[src/rtl/sbr_pkg.sv]
package sbr_pkg;
  typedef enum logic [2:0] {
    RS_IDLE,
    RS_GUARD,
    RS_CLK_LO,
    RS_CLK_HI,
    RS_STOP_LO,
    RS_STOP_HI
  } rec_state_t;

  localparam int unsigned LINE_SDA  = 0;
  localparam int unsigned LINE_SCL  = 1;
  localparam int unsigned NUM_LINES = 2;
endpackage

[src/rtl/sbr_low_timer.sv]
module sbr_low_timer #(
  parameter int unsigned LIMIT = 30000
) (
  input  logic clk,
  input  logic rst_n,
  input  logic tick_i,
  input  logic line_i,
  input  logic clr_i,
  output logic expired_o
);
  localparam int unsigned CW = $clog2(LIMIT + 1);
  localparam logic [CW-1:0] LIM = CW'(LIMIT);

  logic [CW-1:0] cnt_q;

  always_ff @(posedge clk) begin
    if (!rst_n)                 cnt_q <= '0;
    else if (clr_i || line_i)   cnt_q <= '0;
    else if (tick_i && cnt_q != LIM) cnt_q <= cnt_q + 1'b1;
  end

  assign expired_o = (cnt_q == LIM);

  // a high line restarts its counter
  assert_line_high_restarts_R1: assert property (@(posedge clk) disable iff (!rst_n)
    line_i |=> (cnt_q == '0));

  // counter never passes its limit
  assert_timer_bounded_R1: assert property (@(posedge clk) disable iff (!rst_n)
    cnt_q <= LIM);
endmodule

[src/rtl/sbr_recovery_seq.sv]
module sbr_recovery_seq
  import sbr_pkg::*;
#(
  parameter int unsigned GUARD  = 40,
  parameter int unsigned HALF   = 59,
  parameter int unsigned NPULSE = 16
) (
  input  logic clk,
  input  logic rst_n,
  input  logic tick_i,
  input  logic en_i,
  input  logic start_i,
  input  logic bus_free_i,
  output logic scl_pull_o,
  output logic sda_pull_o,
  output logic busy_o
);
  localparam int unsigned PH_MAX = (GUARD > HALF) ? GUARD : HALF;
  localparam int unsigned PH_W   = $clog2(PH_MAX + 1);
  localparam int unsigned PC_W   = $clog2(NPULSE + 1);
  localparam logic [PH_W-1:0] GUARD_END = PH_W'(GUARD - 1);
  localparam logic [PH_W-1:0] HALF_END  = PH_W'(HALF - 1);
  localparam logic [PC_W-1:0] PC_MAX    = PC_W'(NPULSE);

  rec_state_t      st_q, st_d;
  logic [PH_W-1:0] ph_q, ph_d;
  logic [PC_W-1:0] pc_q, pc_d;
  logic [PH_W-1:0] ph_end;
  logic            phase_end;

  assign ph_end    = (st_q == RS_GUARD) ? GUARD_END : HALF_END;
  assign phase_end = tick_i && (ph_q == ph_end);

  always_comb begin
    st_d = st_q;
    ph_d = ph_q;
    pc_d = pc_q;
    if (st_q != RS_IDLE && tick_i && !phase_end) ph_d = ph_q + 1'b1;
    unique case (st_q)
      RS_IDLE: begin
        if (start_i && en_i) begin
          st_d = RS_GUARD;
          ph_d = '0;
          pc_d = '0;
        end
      end
      RS_GUARD: begin
        if (phase_end) begin
          st_d = bus_free_i ? RS_STOP_LO : RS_CLK_LO;
          ph_d = '0;
        end
      end
      RS_CLK_LO: begin
        if (phase_end) begin
          st_d = RS_CLK_HI;
          ph_d = '0;
          pc_d = pc_q + 1'b1;
        end
      end
      RS_CLK_HI: begin
        if (phase_end) begin
          st_d = (bus_free_i || pc_q == PC_MAX) ? RS_STOP_LO : RS_CLK_LO;
          ph_d = '0;
        end
      end
      RS_STOP_LO: begin
        if (phase_end) begin
          st_d = RS_STOP_HI;
          ph_d = '0;
        end
      end
      RS_STOP_HI: begin
        if (phase_end) begin
          st_d = RS_IDLE;
          ph_d = '0;
        end
      end
      default: st_d = RS_IDLE;
    endcase
    if (!en_i) begin
      st_d = RS_IDLE;
      ph_d = '0;
    end
  end

  always_ff @(posedge clk) begin
    if (!rst_n) begin
      st_q <= RS_IDLE;
      ph_q <= '0;
      pc_q <= '0;
    end else begin
      st_q <= st_d;
      ph_q <= ph_d;
      pc_q <= pc_d;
    end
  end

  assign scl_pull_o = (st_q == RS_CLK_LO) || (st_q == RS_STOP_LO);
  assign sda_pull_o = (st_q == RS_STOP_LO) || (st_q == RS_STOP_HI);
  assign busy_o     = (st_q != RS_IDLE);

  // a low enable silences both pulls from the next edge
  assert_quiet_when_disabled_R8: assert property (@(posedge clk) disable iff (!rst_n)
    !en_i |=> (!scl_pull_o && !sda_pull_o));

  // the pulse count never exceeds the cap
  assert_pulse_cap_R4: assert property (@(posedge clk) disable iff (!rst_n)
    pc_q <= PC_MAX);

  // data is released only while the clock line is released
  assert_stop_release_R5: assert property (@(posedge clk) disable iff (!rst_n)
    ($fell(sda_pull_o) && $past(en_i)) |-> (!scl_pull_o && !$past(scl_pull_o)));

  // clock pulling starts only after the guard or a high half
  assert_pull_after_guard_R3: assert property (@(posedge clk) disable iff (!rst_n)
    $rose(scl_pull_o) |-> ($past(st_q == RS_GUARD) || $past(st_q == RS_CLK_HI)));
endmodule

[src/rtl/sbr_reconnect.sv]
module sbr_reconnect #(
  parameter int unsigned IDLE = 95
) (
  input  logic clk,
  input  logic rst_n,
  input  logic tick_i,
  input  logic en_i,
  input  logic en_rise_i,
  input  logic set_i,
  input  logic seq_idle_i,
  input  logic sda_i,
  input  logic scl_i,
  output logic fault_o
);
  localparam int unsigned IW = $clog2(IDLE + 1);
  localparam logic [IW-1:0] ILIM = IW'(IDLE);

  logic          sda_q, scl_q, fault_q;
  logic [IW-1:0] icnt_q;
  logic          stop_det, idle_full, clear;

  always_ff @(posedge clk) begin
    if (!rst_n) begin
      sda_q <= 1'b1;
      scl_q <= 1'b1;
    end else begin
      sda_q <= sda_i;
      scl_q <= scl_i;
    end
  end

  always_ff @(posedge clk) begin
    if (!rst_n)                        icnt_q <= '0;
    else if (!(sda_i && scl_i))        icnt_q <= '0;
    else if (tick_i && icnt_q != ILIM) icnt_q <= icnt_q + 1'b1;
  end

  assign stop_det  = sda_i && !sda_q && scl_i && scl_q;
  assign idle_full = (icnt_q == ILIM);
  assign clear     = fault_q && seq_idle_i && en_i && (stop_det || idle_full);

  always_ff @(posedge clk) begin
    if (!rst_n)         fault_q <= 1'b0;
    else if (en_rise_i) fault_q <= 1'b0;
    else if (set_i)     fault_q <= 1'b1;
    else if (clear)     fault_q <= 1'b0;
  end

  assign fault_o = fault_q;

  // enable rising edge reconnects at once
  assert_enrise_clears_R7: assert property (@(posedge clk) disable iff (!rst_n)
    en_rise_i |=> !fault_o);

  // a timeout sets the fault flag at the next edge
  assert_timeout_sets_R2: assert property (@(posedge clk) disable iff (!rst_n)
    (set_i && !en_rise_i) |=> fault_o);

  // a data line still low keeps the sides apart
  assert_hold_while_stuck_R6: assert property (@(posedge clk) disable iff (!rst_n)
    (fault_o && !en_rise_i && !sda_i) |=> fault_o);
endmodule

[src/rtl/stuck_bus_recovery.sv]
module stuck_bus_recovery
  import sbr_pkg::*;
#(
  parameter int unsigned TIMEOUT = 30000,
  parameter int unsigned GUARD   = 40,
  parameter int unsigned HALF    = 59,
  parameter int unsigned NPULSE  = 16,
  parameter int unsigned IDLE    = 95
) (
  input  logic clk,
  input  logic rst_n,
  input  logic tick,
  input  logic en,
  input  logic sda_lvl,
  input  logic scl_lvl,
  output logic scl_pull,
  output logic sda_pull,
  output logic fault_disc,
  output logic recov_active
);
  logic [NUM_LINES-1:0] line_lvl;
  logic [NUM_LINES-1:0] expired;
  logic en_q, en_rise, busy, trigger, timer_clr;

  assign line_lvl[LINE_SDA] = sda_lvl;
  assign line_lvl[LINE_SCL] = scl_lvl;

  always_ff @(posedge clk) begin
    if (!rst_n) en_q <= 1'b1;
    else        en_q <= en;
  end

  assign en_rise   = en && !en_q;
  assign timer_clr = busy || en_rise;
  assign trigger   = (|expired) && !fault_disc && !en_rise;

  for (genvar g = 0; g < NUM_LINES; g++) begin : g_line_timer
    sbr_low_timer #(.LIMIT(TIMEOUT)) u_timer (
      .clk      (clk),
      .rst_n    (rst_n),
      .tick_i   (tick),
      .line_i   (line_lvl[g]),
      .clr_i    (timer_clr),
      .expired_o(expired[g])
    );
  end

  sbr_recovery_seq #(.GUARD(GUARD), .HALF(HALF), .NPULSE(NPULSE)) u_seq (
    .clk       (clk),
    .rst_n     (rst_n),
    .tick_i    (tick),
    .en_i      (en),
    .start_i   (trigger),
    .bus_free_i(sda_lvl && scl_lvl),
    .scl_pull_o(scl_pull),
    .sda_pull_o(sda_pull),
    .busy_o    (busy)
  );

  sbr_reconnect #(.IDLE(IDLE)) u_reconnect (
    .clk       (clk),
    .rst_n     (rst_n),
    .tick_i    (tick),
    .en_i      (en),
    .en_rise_i (en_rise),
    .set_i     (trigger),
    .seq_idle_i(!busy),
    .sda_i     (sda_lvl),
    .scl_i     (scl_lvl),
    .fault_o   (fault_disc)
  );

  assign recov_active = busy;

  // recovery runs only while the fault flag is up
  assert_seq_within_fault_R2: assert property (@(posedge clk) disable iff (!rst_n)
    busy |-> fault_disc);

  // with enable low no sequence is launched
  assert_no_start_disabled_R8: assert property (@(posedge clk) disable iff (!rst_n)
    (!en && !busy) |=> !busy);
endmodule

[config.mk]
export PLATFORM = sky130hd
export DESIGN_NAME = stuck_bus_recovery
export DESIGN_NICKNAME = d
export VERILOG_FILES = /design/src/rtl/sbr_pkg.sv /design/src/rtl/sbr_low_timer.sv /design/src/rtl/sbr_recovery_seq.sv /design/src/rtl/sbr_reconnect.sv /design/src/rtl/stuck_bus_recovery.sv
export SDC_FILE = /design/constraint.sdc
export NUM_CORES = 1
export LEC_CHECK = 0
export ABC_CLOCK_PERIOD_IN_PS = 4600
export BUFFER_PORTS_ARGS = -buffer_cell sky130_fd_sc_hd__buf_2
export CAP_MARGIN = 15
export CORE_MARGIN = 5
export CORE_UTILIZATION = 35
export CTS_CLUSTER_SIZE = 25
export DETAILED_ROUTE_END_ITERATION = 12
export REMOVE_ABC_BUFFERS = 1
export SYNTH_ARGS = -nofsm -noshare
export SYNTH_HDL_FRONTEND = slang
export SYNTH_SLANG_ARGS = --single-unit
[constraint.sdc]
create_clock -name clk -period 4.6 [get_ports clk]
set_clock_uncertainty 0.1 [all_clocks]
set_input_delay 1.38 -clock clk [delete_from_list [all_inputs] [get_ports clk]]
set_output_delay 1.38 -clock clk [all_outputs]
set_load 0.02 [all_outputs]
==> results of run 1 <==
registers in the layout, summed over array words and instances, names as in the netlist:
signal,count
en_q,1
g_line_timer.u_timer.cnt_q,30
u_reconnect.fault_o,1
u_reconnect.icnt_q,7
u_reconnect.scl_q,1
u_reconnect.sda_q,1
u_seq.pc_q,5
u_seq.ph_q,6
u_seq.st_q,3
kinds of logic (layout without fill, tap and decap cells):
kind of cell             after synthesis  count (layout)  synth area share (%)
flip-flops                            55              55                 39.60
multiplexers                           4               4                 1.440
AND/OR/NAND/NOR                      155             155                 30.87
adder cells (fa/ha/maj)                8               8                 3.601
AO/OA/AOI/OAI                         31              31                 8.506
XOR/XNOR                              40              40                 12.60
buffers and inverters                 23              29                 3.375
power by group through the flow:
stage / logic, uW / clock network [uW] / registers (uW)
finish: 27.9 / 374 / 480
CTS: 28.6 / 389 / 480
global placement: 28.1 / 0 / 491
floorplan: 16.7 / 0 / 491
detailed placement: 28.5 / 0 / 491
global route: 31.7 / 405 / 481
layer usage:
metal  wire length (um)  track usage, %
met2               2279           17.05
met1               2519           14.72
met3                122           1.683
met4                 96           4.517
met5                  0               0
critical path, stage by stage, from the launching register on:
cell and delay [ps]:
dfxtp_1 410, nor3_2 360, inv_1 130, buf_2 180
final cells by class:
cell class / count / area, um^2
tap: 102 / 127.6
clock buffer: 5 / 68.82
multi-input combinational: 238 / 1585
fill: 740 / 4687
clock inverter: 3 / 67.56
timing repair buffer: 9 / 45.04
inverter: 12 / 45.04
sequential: 55 / 1101
synthesized netlist by cell type (all sizes together) (3+ instances only):
master   instances
xor2            24
nor2            56
buf              5
nor4             3
or3              5
nand2           17
nand3b           4
ha               8
nand3           21
and4             3
and2             4
and3             8
clkbuf           6
mux2i            4
nor3             3
nand4bb          5
dfxtp           55
o21ai            9
inv             12
nand2b           7
a21oi            6
xnor2           16
nand4            9
worst max path at each step:
stage                                         to  slack (ps)  cells past startpoint
2_1_floorplan  g_line_timer[0].u_timer.cnt_q[14]        1980                      4
3_3_place_gp   g_line_timer[0].u_timer.cnt_q[14]        1580                      5
3_5_place_dp   g_line_timer[0].u_timer.cnt_q[14]        1520                      5
4_1_cts                             recov_active        1720                      3
5_1_grt                             recov_active        1650                      3
6_report                            recov_active        1740                      3
through the flow:
stage	power (uW)	instance area [um^2]
final	882.0	3040
after global routing	917.3	3040
after detailed placement	519.7	2904
after floorplan	507.4	2731
after global placement	519.1	2904
after CTS	897.6	3040
==> metrics.md, run 1 <==
| Metric | Value |
|---|---|
| Leakage | `around 0.0011 uW` |
| Distinct cells, synth | `48` |
| CP Launch Type | `flip-flop` |
| Final Routed Wirelength | `around 5 mm` |
| Fin crit share | `~62%` |
| Post-synth top area cell | `dfxtp_1` |
| F_max | `about 350 MHz` |
| Tot GR Track Use | `~11%` |
| Largest net degree at the start of global routing | `18` |
| Reg2reg end | `u_seq.ph_q[5]` |
| # placed instances | `~420` |
| Worst Path Arrival | `between 1000 and 1500 ps` |
| First-pass DRT Iterations | `6` |
| Worst hold slack | `slightly above 400 ps` |
| Post-synthesis sequential area ratio | `39.60%` |
| DP HPWL | `3.593 mm` |
| PostCTS Resize Cnt | `0` |
| Layout Cells excl Fill | `between 400 and 500` |
| Least-Margin Pin Slew | `approximately 550 ps` |
| Yosys reg bits | `55` |
| Crit path capture type | `primary output` |
| Worst EP required | `around 3100 ps` |
| Vias per inst | `between 4 and 5` |
| Ys flop type | `dfxtp_1` |
| Critical path type | `reg2out` |
| # Post-CTS Setup Buffers | `0` |
| Die Height | `~99 um` |
| Reg power frac | `between 50% and 60%` |
| Flop-to-flop setup slack | `between 2000 and 3000 ps` |
| Post-synth EDFFs | `0` |
| Final hold violation count | `0` |
| Grt ovf | `0` |
| Internal power | `just over 700 uW` |
| Initial antenna violation count | `0` |
| Clock power share | `between 40% and 50%` |
| Hold buffer count at cts | `0` |
| Fraction of layout cells with a size suffix above 1 | `8.385%` |
| Initial Util | `about 36%` |
| Hold Path Sink | `g_line_timer[0].u_timer.cnt_q[14]` |
| First-pass GRT wire length | `~8.8 mm` |
| PortBufs | `9` |
| Final setup vio count | `0` |
| Mapped Avg Cell Area | `8.798 um^2` |
| Finished Core Util | `39.35%` |
| Async SR Flop Fraction | `0%` |
| P&R area growth vs syn | `9.361%` |
| Cell Pwr Density | `290.1 nW/um^2` |
| Worst-path clk slew | `100 ps` |
| Cell Area, Synth | `roughly 2800 um^2` |
| Clk buf depth | `2` |
| Vias in the first global route | `just under 2000` |
| Row Count | `32` |
| Cells after Synth | `approximately 320` |
| Worst-path fanout max | `8` |
| Clock Root Buffer | `clkbuf_8` |
| Vias | `2114` |
| Net switching power | `~180 uW` |
| Nets | `between 300 and 400` |
| WHS Path Cells | `2` |
| TNS Setup | `0 ps` |
| Post-route antenna net violation count | `0` |
| Max VDD drop | `roughly 0.13 mV` |
| Core Area | `about 7700 um^2` |
| GPL Wtd Cong | `between 0.8 and 0.9` |
| DP Worst Slack | `1523 ps` |
| Min cycle time layout | `between 2000 and 3000 ps` |
| IO Pins | `10` |
| Hold Path Origin | `g_line_timer[0].u_timer.cnt_q[14]` |
| Worst Setup SP | `u_seq.st_q[2]` |
| Worst-Skew Late Latency | `around 310 ps` |
| Slew Limit Fails | `0` |
| CTS tree | `built` |
| Total CTS buffers | `5` |
| Commonest non-fill, non-tap cell in the layout | `nor2_1` |
| Max-Cap Viols | `0` |
| R2R Path Start | `g_line_timer[1].u_timer.cnt_q[3]` |
| Ant diodes | `0` |
| Status | `completed` |
| Largest cells by area after synthesis | `dfxtp_1 (40%), nor2_1 (7.6%), xor2_1 (7.6%)` |
| Combinational power share | `under 10%` |
| Share of Yosys cell area claimed by the top area cell type | `between 30% and 40%` |
| Hold Crit Class | `reg2reg` |
| Switching share of power | `~20%` |
| Post-route DRC violation count | `0` |
| Reg2Reg Depth | `5` |
| Relative slew margins | `between 60% and 70%` |
| Clk sinks | `55` |
| Die W | `99.13 um` |
| DRT iter0 DRCs | `83` |
| Unrepaired setup endpoints after global routing | `no` |
| Max H-tree Level | `2` |
| Most frequent cells in the layout | `nor2_1 (56), dfxtp_1 (55), xor2_1 (24)` |
| Yosys Warn Count | `0` |
| Post-route setup slack | `between 1500 and 2000 ps` |
| WL/cell | `between 10 and 15 um` |
| Die area | `between 9000 and 10000 um^2` |
No activity file was read; power rests on OpenSTA's default activity.
==> run 2: changes to the inputs <==
--- a/config.mk
+++ b/config.mk
@@ -5,7 +5,8 @@
 export SDC_FILE = /design/constraint.sdc
 export NUM_CORES = 1
 export LEC_CHECK = 0
-export ABC_CLOCK_PERIOD_IN_PS = 4600
+export ABC_AREA = 1
+export ABC_CLOCK_PERIOD_IN_PS = 2750
 export BUFFER_PORTS_ARGS = -buffer_cell sky130_fd_sc_hd__buf_2
 export CAP_MARGIN = 15
 export CORE_MARGIN = 5
==> constraint.sdc (replaced) <==
create_clock -name clk -period 2.75 [get_ports clk]
set_clock_uncertainty 0.1 [all_clocks]
set_input_delay 0.825 -clock clk [delete_from_list [all_inputs] [get_ports clk]]
set_output_delay 0.825 -clock clk [all_outputs]
set_load 0.02 [all_outputs]
==> run 2 against run 1 <==
Net effect: power grew 63%; wire length grew 24%; combinational power grew to 6.6 times the previous value; largest cell class unchanged; cell count grew 34%; synthesized area grew 11%; sequential share of layout area shrank 3.2 points; register-to-register slack lost 2000 ps; first-iteration DRC count grew 27%; largest power group unchanged; global-route usage grew 1.1 points; clock-buffer cell count grew 2; sequential cell count is the same; critical path type unchanged; sequential power grew 72%.
==> metrics.md, run 2 <==
| Metric | Value |
|---|---|
| Nets | `around 470` |
| Post-synthesis sequential area ratio | `between 30% and 40%` |
| Share of Yosys cell area claimed by the top area cell type | `between 30 and 40%` |
| Total CTS buffers | `5` |
| Worst-Skew Late Latency | `approximately 300 ps` |
| Distinct cells, synth | `37` |
| Cell Pwr Density | `432.9 nW/um^2` |
| Least-Margin Pin Slew | `436.3 ps` |
| Grt ovf | `0` |
| GPL Wtd Cong | `approximately 0.86` |
| Commonest cells post-synth | `nand2_1 (105), inv_1 (57), dfxtp_1 (55), nor2_1 (51), a21oi_1 (35)` |
| Vias per inst | `roughly 4.8` |
| Max-Cap Viols | `0` |
| Leakage | `0.001256 uW` |
| Hold Path Sink | `g_line_timer[1].u_timer.cnt_q[5]` |
| Status | `completed` |
| Clk buf depth | `2` |
| Layout Cells excl Fill | `568` |
| CP Launch Type | `flip-flop` |
| Critical path's largest stage delay | `between 400 and 500 ps` |
| Core Area | `8678 um^2` |
| PostCTS Resize Cnt | `0` |
| Hold Crit Class | `reg2reg` |
| Die area | `10820 um^2` |
| # Post-CTS Setup Buffers | `0` |
| Vias | `~2700` |
| Fin crit share | `roughly nine tenths` |
| P&R area growth vs syn | `7.686%` |
| PortBufs | `9` |
| Largest net degree at the start of global routing | `16` |
| Most common cell in the netlist | `nand2_1` |
| Cell Area, Synth | `3093 um^2` |
| Tot Pwr | `1442 uW` |
| Initial antenna violation count | `0` |
| Worst EP required | `1830 ps` |
| Initial Util | `35.64%` |
| Unrepaired setup endpoints after global routing | `no` |
| CTS tree | `built` |
| Tot GR Track Use | `11.90%` |
| Async SR Flop Fraction | `0%` |
| DRT iter0 DRCs | `approximately 110` |
| Die Height | `104.0 um` |
| Worst Setup SP | `u_seq.st_q[0]` |
| Fraction of layout cells with a size suffix above 1 | `a little under an eighth` |
| Crit path capture type | `primary output` |
| Final setup vio count | `0` |
| Worst hold slack | `approximately 350 ps` |
| F_max | `between 400 and 500 MHz` |
| Final hold violation count | `0` |
| Relative slew margins | `around 71%` |
| Post-synth EDFFs | `0` |
| Ant diodes | `0` |
| Cells after Synth | `between 400 and 500` |
| Largest regs | `g_line_timer.u_timer.cnt_q: 30 flops, u_reconnect.icnt_q: 7 flops, u_seq.ph_q: 6 flops` |
| Min cycle time layout | `~2400 ps` |
| WHS Path Cells | `2` |
| Worst-path clk slew | `about 90 ps` |
| Yosys Warn Count | `0` |
| Reg2reg end | `g_line_timer[0].u_timer.cnt_q[6]` |
| Most frequent cells in the layout | `nand2_1 (105), inv_1 (57), dfxtp_1 (55)` |
| TNS Setup | `0 ps` |
| Max VDD drop | `a little under 0.2 mV` |
| Ys flop type | `dfxtp_1` |
| Worst-path fanout max | `6` |
| First-pass DRT Iterations | `4` |
| Post-route antenna net violation count | `0` |
| Mapped Avg Cell Area | `~7 um^2` |
| Hold Path Origin | `g_line_timer[1].u_timer.cnt_q[5]` |
| Layout fillers | `about 940` |
| Cell Chain, Critical Path | `nor2_4 > inv_2 > nor2_1 > buf_4 > inv_1 > nand2_1 > buf_2` |
| Yosys reg bits | `between 50 and 60` |
| R2R Path Start | `g_line_timer[0].u_timer.cnt_q[0]` |
| Critical path type | `reg2out` |
| Post-synth top area cell | `dfxtp_1` |
| Vias in the first global route | `around 2600` |
| Register name with the most flops | `g_line_timer.u_timer.cnt_q` |
| Die W | `104.0 um` |
| Largest register FFs | `30` |
| Crit-path slowest cell | `dfxtp_1` |
| Row Count | `34` |
| Largest cells by area after synthesis | `dfxtp_1 (36%), nand2_1 (13%), inv_1 (6.9%)` |
| Post-route DRC violation count | `0` |
| First-pass GRT wire length | `11.16 mm` |
| Flop-to-flop setup slack | `600 ps` |
| Cell Area, Placed | `between 3000 and 4000 um^2` |
| Commonest non-fill, non-tap cell in the layout | `nand2_1` |
| DP HPWL | `4.733 mm` |
| Final Routed Wirelength | `a little over 6 mm` |
| Max H-tree Level | `2` |
| Clk sinks | `55` |
| IO Pins | `10` |
| Worst Path Arrival | `between 1500 and 2000 ps` |
| # placed instances | `between 500 and 600` |
| Slew Limit Fails | `0` |
| WL/cell | `roughly 11 um` |
| Reg2Reg Depth | `12` |
| Design area | `around 3300 um^2` |
| Hold buffer count at cts | `0` |
| Clock Root Buffer | `clkbuf_8` |
[run 2: cell count changes in the layout (fill, tap and decap cells not counted), sizes merged, moves of 15 or more]
cell and change:
nand2 +95, inv +53, a21oi +29, o21ai +15
xor2 -15
[run 2: worst max-delay path, delay by kind of cell (launching register included)]
kind,cells,cell delay [ps]
DFF,1,480
buffers and inverters,4,540
and+or+nand+nor,3,210
[run 2: kinds of logic (layout without fill, tap and decap cells)]
kind of cell | count (synthesis) | in the layout | share of synthesized area (%)
xor+xnor | 17 | 17 | 4.814
fa+ha+maj | 8 | 8 | 3.236
compound gates | 66 | 66 | 11.37
simple gates | 230 | 230 | 35.84
buf+inv | 69 | 84 | 9.142
flops | 55 | 55 | 35.60
[run 2: routing by layer]
metal  GRT usage [%]  vias up  share of wire [%]
li1                -     1465                  -
met5               0        -                  0
met2           20.36       20                 46
met1           15.44     1225                 51
met4           2.775        0               0.71
met3           2.297        4                2.1
[run 2: report_power, final]
group / switching (uW) / internal, uW
Clock: 254 / 180
Sequential: 15.1 / 810
Combinational: 126 / 57.0
[run 2: how the worst max path moves through the flow]
stage	slack, ps	endpoint	cells past startpoint
4_1_cts	290	scl_pull	7
5_1_grt	180	scl_pull	7
3_3_place_gp	550	g_line_timer[1].u_timer.cnt_q[11]	6
3_5_place_dp	470	g_line_timer[1].u_timer.cnt_q[11]	6
2_1_floorplan	700	scl_pull	4
6_report	300	scl_pull	7
[run 2: per-stage QoR]
step | setup slack (ps) | utilization [%]
after floorplan | 701.7 | -
after global placement | 549.3 | 37.44
after detailed placement | 469.3 | 37.44
after CTS | 286.0 | 38.38
after global routing | 179.6 | 38.38
final | 301.1 | 38.38
[run 2: area by class of cell]
class	instances	area [um^2]	area share [%]
tap	108	135.1	4.057
timing repair buffer	11	60.06	1.803
inverter	65	244.0	7.325
clock inverter	1	5.005	0.1503
multi-input combinational	321	1709	51.31
sequential	55	1101	33.06
clock buffer	7	76.32	2.292
